--- config.mk ---
export PLATFORM = sky130hd
export DESIGN_NAME = acc_regfile
export DESIGN_NICKNAME = d
export VERILOG_FILES = /design/src/rtl/acc_rf_pkg.sv /design/src/rtl/acc_rf_src_mux.sv /design/src/rtl/acc_rf_cell.sv /design/src/rtl/acc_rf_rd_mux.sv /design/src/rtl/acc_regfile.sv
export SDC_FILE = /design/constraint.sdc
export NUM_CORES = 1
export LEC_CHECK = 0
export ABC_AREA = 1
export BUFFER_PORTS_ARGS = -buffer_cell sky130_fd_sc_hd__buf_2
export CORE_MARGIN = 3
export CORE_UTILIZATION = 50
export CTS_CLUSTER_SIZE = 25
export DETAILED_ROUTE_END_ITERATION = 6
export PLACE_DENSITY = 0.75
export SETUP_SLACK_MARGIN = 0.1
export SLEW_MARGIN = 20
export SYNTH_ARGS = -nofsm -noshare
export SYNTH_HDL_FRONTEND = slang
export SYNTH_SLANG_ARGS = --single-unit
--- constraint.sdc ---
create_clock -name clk -period 1.4 [get_ports clk]
set_input_delay 0.28 -clock clk [delete_from_list [all_inputs] [get_ports clk]]
set_output_delay 0.28 -clock clk [all_outputs]
set_load 0.03 [all_outputs]
--- src/rtl/acc_rf_pkg.sv ---
package acc_rf_pkg;

  typedef enum logic [1:0] {
    SRC_ZERO = 2'b00,
    SRC_OPND = 2'b01,
    SRC_ALU  = 2'b10,
    SRC_MEM  = 2'b11
  } rf_src_e;

  // Load strobe for one register: global enable AND its mask bit.
  function automatic logic cell_load(input logic en, input logic mask_bit);
    return en & mask_bit;
  endfunction

endpackage

--- src/rtl/acc_rf_src_mux.sv ---
module acc_rf_src_mux
  import acc_rf_pkg::*;
#(
  parameter int DATA_W = 8
) (
  input  rf_src_e           sel,
  input  logic [DATA_W-1:0] opnd,
  input  logic [DATA_W-1:0] alu,
  input  logic [DATA_W-1:0] mem,
  output logic [DATA_W-1:0] wdata
);

  always_comb begin
    unique case (sel)
      SRC_ZERO: wdata = '0;
      SRC_OPND: wdata = opnd;
      SRC_ALU:  wdata = alu;
      SRC_MEM:  wdata = mem;
      default:  wdata = '0;
    endcase
  end

endmodule

--- src/rtl/acc_rf_cell.sv ---
module acc_rf_cell #(
  parameter int DATA_W = 8
) (
  input  logic              clk,
  input  logic              rst_n,
  input  logic              ld,
  input  logic [DATA_W-1:0] d,
  output logic [DATA_W-1:0] q
);

  logic [DATA_W-1:0] nxt;

  // 2:1 hold/load selector
  assign nxt = ld ? d : q;

  always_ff @(posedge clk or negedge rst_n) begin
    if (!rst_n) q <= '0;
    else        q <= nxt;
  end

  a_r6_cell_capture: assert property (@(posedge clk) disable iff (!rst_n)
    ld |=> q == $past(d));

  a_r7_cell_hold: assert property (@(posedge clk) disable iff (!rst_n)
    !ld |=> q == $past(q));

endmodule

--- src/rtl/acc_rf_rd_mux.sv ---
module acc_rf_rd_mux #(
  parameter int DATA_W = 8,
  parameter int NREG   = 8,
  parameter int IDX_W  = 3
) (
  input  logic [NREG-1:0][DATA_W-1:0] regs,
  input  logic [IDX_W-1:0]            idx,
  output logic [DATA_W-1:0]           rd
);

  always_comb begin
    rd = '0;
    for (int k = 0; k < NREG; k++) begin
      if (idx == IDX_W'(k)) rd = regs[k];
    end
  end

endmodule

--- src/rtl/acc_regfile.sv ---
module acc_regfile
  import acc_rf_pkg::*;
#(
  parameter int DATA_W = 8,
  parameter int NREG   = 8,
  localparam int IDX_W = (NREG > 1) ? $clog2(NREG) : 1
) (
  input  logic              clk,
  input  logic              rst_n,
  input  logic              wr_en,
  input  logic [1:0]        src_sel,
  input  logic [DATA_W-1:0] opnd_data,
  input  logic [DATA_W-1:0] alu_data,
  input  logic [DATA_W-1:0] mem_data,
  input  logic [NREG-1:0]   wr_onehot,
  input  logic [IDX_W-1:0]  rd_idx,
  output logic [DATA_W-1:0] rd_data
);

  rf_src_e                     src_e;
  logic [DATA_W-1:0]           wdata;
  logic [NREG-1:0]             load_vec;
  logic [NREG-1:0][DATA_W-1:0] regs_q;

  assign src_e = rf_src_e'(src_sel);

  acc_rf_src_mux #(.DATA_W(DATA_W)) i_src_mux (
    .sel   (src_e),
    .opnd  (opnd_data),
    .alu   (alu_data),
    .mem   (mem_data),
    .wdata (wdata)
  );

  for (genvar k = 0; k < NREG; k++) begin : g_reg
    assign load_vec[k] = cell_load(wr_en, wr_onehot[k]);

    acc_rf_cell #(.DATA_W(DATA_W)) i_cell (
      .clk   (clk),
      .rst_n (rst_n),
      .ld    (load_vec[k]),
      .d     (wdata),
      .q     (regs_q[k])
    );

    a_r2_zero_write: assert property (@(posedge clk) disable iff (!rst_n)
      (wr_en && wr_onehot[k] && src_sel == 2'b00) |=> regs_q[k] == '0);

    a_r3_opnd_write: assert property (@(posedge clk) disable iff (!rst_n)
      (wr_en && wr_onehot[k] && src_sel == 2'b01) |=> regs_q[k] == $past(opnd_data));

    a_r4_alu_write: assert property (@(posedge clk) disable iff (!rst_n)
      (wr_en && wr_onehot[k] && src_sel == 2'b10) |=> regs_q[k] == $past(alu_data));

    a_r5_mem_write: assert property (@(posedge clk) disable iff (!rst_n)
      (wr_en && wr_onehot[k] && src_sel == 2'b11) |=> regs_q[k] == $past(mem_data));

    a_r6_unselected_hold: assert property (@(posedge clk) disable iff (!rst_n)
      !wr_onehot[k] |=> regs_q[k] == $past(regs_q[k]));
  end

  a_r7_no_write_when_idle: assert property (@(posedge clk) disable iff (!rst_n)
    !wr_en |=> regs_q == $past(regs_q));

  a_r8_multi_same: assert property (@(posedge clk) disable iff (!rst_n)
    (wr_en && wr_onehot[0] && wr_onehot[NREG-1]) |=> regs_q[0] == regs_q[NREG-1]);

  acc_rf_rd_mux #(.DATA_W(DATA_W), .NREG(NREG), .IDX_W(IDX_W)) i_rd_mux (
    .regs (regs_q),
    .idx  (rd_idx),
    .rd   (rd_data)
  );

endmodule

### Word-level counts from Yosys, hierarchy flattened

Cells that the tools add are included.
W data, S select, Z words.

* output and inout bits: 8
* bits of input ports: 40
* word-level logic and storage cells: 37
* bits in registers: 64

* eq/ne operators: 10
* reduce and logical (&&, ||, !) cells: 2
* bitwise gates (word level): 8
* muxes and demuxes: 9

Operator list (count)
* $mux W8: 8
* $pmux W8 S4: 1
* $eq A3 B3 Y1 const B: 4
* $and A1 B1 Y1: 8
* $eq A3 B2 Y1 const B: 2
* $eq A2 B2 Y1 const B: 2
* $eq A3 B1 Y1 const B: 1
* $logic_not A3 Y1: 1
* $eq A2 B1 Y1 const B: 1
* $logic_not A2 Y1: 1

### Depth between registers and ports, before layout

* depth in word-level cells: 9
* depth in mapped cells: 6
* depth with buffers taken out: 6

### Modules after synthesis

From an unflattened synthesis, not the netlist that was laid out.

* cells, all modules: 438
* area total of the unflattened synthesis: 3378.2 um2

By module, submodules not included
* acc_rf_cell: seq. area each 200.2 um2, instances 8, area an instance 305.3 um2, cells an instance 34
* acc_rf_rd_mux: seq. area each 0.0 um2, instances 1, area an instance 614.3 um2, cells an instance 111
* acc_rf_src_mux: seq. area each 0.0 um2, instances 1, area an instance 256.5 um2, cells an instance 38
* acc_regfile: seq. area each 0.0 um2, instances 1, area an instance 65.1 um2, cells an instance 17

### Least setup slack after synthesis

OpenSTA, ideal clock, no wires.

* kind: input port to output port
* start: input rd_idx[0]
* end: output rd_data[5]
* arrival time: 1.143 ns
* buffers on the path: 2
* required time: 1.120 ns
* path slack: -0.023 ns
* stages on the path: 6
* path through: buf_6 > buf_2 > nand4_1 > nand4_1 > nor2_1 > nand4_1

* word-level cells in the longest chain between the ends: 9
* elaborated cells between the ends (all ways): 16
* those cells by class: eq/ne (7); mux (8); reduce/logical (1)

RTL lines
* start, declared: line acc_regfile.sv:16 `input logic [IDX_W-1:0] rd_idx,`
* $logic_not A3 Y1: line acc_rf_rd_mux.sv:14 `if (idx == IDX_W'(k)) rd = regs[k];`
* $mux W8 (7 in series): line acc_rf_rd_mux.sv:14
* $mux W8 *: line acc_rf_rd_mux.sv:14
* end, declared: line acc_regfile.sv:17 `output logic [DATA_W-1:0] rd_data`

Mark *: on every way between the ends. The rest lies on a longest branch, timed or not.

### Worst setup path after layout

* start: register g_reg[3].i_cell.q[1]
* end: output rd_data[1]

* word-level cells in the longest chain between the ends: 5

RTL lines
* start, declared: line acc_rf_cell.sv:8 `output logic [DATA_W-1:0] q`
* start signal, assigned: line acc_rf_cell.sv:18 `else q <= nxt;`
* $mux W8 (5 in series): line acc_rf_rd_mux.sv:14

Every way passes these cells.

==> flow_summary.toml <==
[finish]
top_regs = "g.i_cell.q: 64 flops"
final_nets = 529
drive_gt1_frac = 0.219
design_area_um2 = 4010
largest_reg_flops = 64
antenna_cells = 0
regMostFlops = "g.i_cell.q"
n_fill_cell = 546
final_cells = 569
layout_common_cells = "nand2_1 (233), dfrtp_1 (64), nand4_1 (40), buf_2 (37), buf_4 (20)"
areaGrowthSynthToFinish_pct = 25.4
layout_commonest_cell = "nand2_1"

[detailed_routing]
drcViolationCount = 0
first_pass_iters = 7
wl_per_cell_um = 16.5
dr_total_vias = 3208
drt_iter0_markers = 411
wl_um = 9390
viasPerCell = 5.64
final_antenna_net_count = 0

[critical_path]
arrival_ps = 1480
critPathKind = "flop to output pin"
reg2reg_slack_ps = 620
cp-startpoint = "g_reg[3].i_cell.q[1]"
worstSetupPathDepth = 5
r2r_cells = 3
path_cells = "nand4_1 > nand4_1 > nor2_1 > nand4_1 > buf_6"
end_kind = "output pin"
slowest_stage = "dfrtp_1"
cp_num_buf_inv = 1
slowest_delay_ps = 400
required_ps = 1120
crit_end = "rd_data[1]"
crit_path_frequent_cell = "nand4_1"
worstReg2RegStart = "g_reg[1].i_cell.q[2]"
rr_endpoint = "g_reg[1].i_cell.q[2]"
critPathTopFamily = "simple AND/OR/NAND/NOR gates"
crit_fanout = 2
crit_path_start_kind = "flop"

[run_status]
violations = "setup timing"
status = "finished, violations left"

[sta]
fmaxAchievable_mhz = 569
fin_worst_skew_ps = 0
period_share = 1.25
report.final.hold_viol_count = 0
period_minus_slack_ps = 1760
drv_slew = 0
max-slew-margin-rel = 0.681
worst_slew_pin_slew_ps = 478
rsz0062_at_grt = "yes"
fin_ws_ps = -357
finalSetupViolations = 8

[synth]
yosysWarnings = 0
synth_seq_cells = 64
synth_cells = 415
syn-cell-area_um2 = 3200
syn_nets = 455
yosys-top-cells-area = "dfrtp_1 (50%), nand2_1 (27%), nand4_1 (7.8%)"
synth_top_cell_by_area = "dfrtp_1"
synth-seq-area-share = 0.501
synth.top_cell.area_share = 0.501
syn_area_per_cell_um2 = 7.70
synth.distinct_cells = 17

[floorplan]
ioPinCount = 48
die_area_um2 = 7390
rows = 28
chipWidth_um = 86.0
dieHeight_um = 86.0
start_util = 0.527
coreArea_um2 = 6060

[place]
place_ws_ps = -412
dp_hpwl_um = 6100
placed_cells = 541
gp_congestion = 0.947
numPortBuffers = 47
placed_area_um2 = 3590

[cts]
cts-root-buf = "clkbuf_8"
h-tree-depth = 3
clkSlewWorstSetupHoldPaths_ps = 70
numClockSinks = 64
insertion_delay_ps = 340
cts_tree = "done"
ctsLongestPathBuffers = 2
cts_buffers = 9

[global_route]
antenna_found_initial = 0
grt_pass1_wl_um = 14800
grt_pass1_vias = 3033
grt_max_degree = 65
grt_overflow = 0
track_usage = 0.263

[power_and_ir_drop]
power_leakage_nw = 2.18
peakVddDrop_mv = 0.999
power.density_nw_per_um2 = 1290

[worst_hold_path]
worstHoldPathType = "primary input to flop"

[job]
cap_violations = 0
-- worst min-delay path by stage --
stage / endpoint / cells past startpoint / from
after floorplan: g_reg[0].i_cell.q[0] / 0 / rst_n
after global placement: g_reg[4].i_cell.q[3] / 2 / rst_n
after detailed placement: g_reg[4].i_cell.q[2] / 2 / rst_n
after CTS: g_reg[5].i_cell.q[6] / 4 / wr_onehot[5]
after global routing: g_reg[5].i_cell.q[6] / 4 / wr_onehot[5]
final: g_reg[5].i_cell.q[6] / 4 / wr_onehot[5]
-- metal layers --
| layer | global-route usage | wire length, um |
|---|---|---|
| met5 | 0 | 0 |
| met4 | 0.157 | 451 |
| met3 | 0.0528 | 723 |
| met2 | 0.397 | 4400 |
| met1 | 0.351 | 3820 |
-- synth_stat cells (all sizes together) --
master  number
dfrtp       64
inv         22
nor2        19
nand3       16
nor3         3
buf          9
nand2      234
o21ai        8
nand4       40
-- worst register-to-register path: stages (launching register included) --
cell and delay (ps):
dfrtp_1 420, buf_4 150, nand2_1 50, nand2_1 50
-- final cells by class --
cell class                 count  area (um2)  area share
timing repair inverter         1        8.76     0.00218
timing repair buffer          71         509       0.127
multi-input combinational    320        1450       0.362
clock inverter                 6         108      0.0268
clock buffer                  10         128      0.0318
inverter                      22         108      0.0268
tap                           75        93.8      0.0234
sequential                    64        1600       0.400
-- report_power, final --
part / switching [mW] / internal (mW)
Sequential: 0.166 / 2.10
Combinational: 0.610 / 0.372
Clock: 0.732 / 1.18
Total: 1.51 / 3.65
-- through the flow --
stage	utilization	setup TNS [ps]	power, mW	hold slack [ps]
3_5_place_dp	0.592	-2790	3.14	322
3_3_place_gp	0.592	-2560	3.11	316
6_report	0.661	-2330	5.16	250
5_1_grt	0.661	-2650	5.37	306
2_1_floorplan	-	0	2.80	-15.6
4_1_cts	0.647	-2060	5.11	240
-- cell families (layout without fill, tap and decap cells) --
kind of cell | Yosys count | after routing | synth area share
AND/OR/NAND/NOR | 312 | 312 | 0.438
flip-flops | 64 | 64 | 0.501
AO/OA/AOI/OAI | 8 | 8 | 0.0125
buffers and inverters | 31 | 110 | 0.0485
-- repair_timing --
action	CTS	global route
resized for setup	20	10
cloned	0	1
endpoints found under the hold margin	64	0
pin swaps	33	15
setup buffers	3	7
hold buffers	1	0
setup endpoints to repair	8	8
No activity file was read; power rests on OpenSTA's default activity.
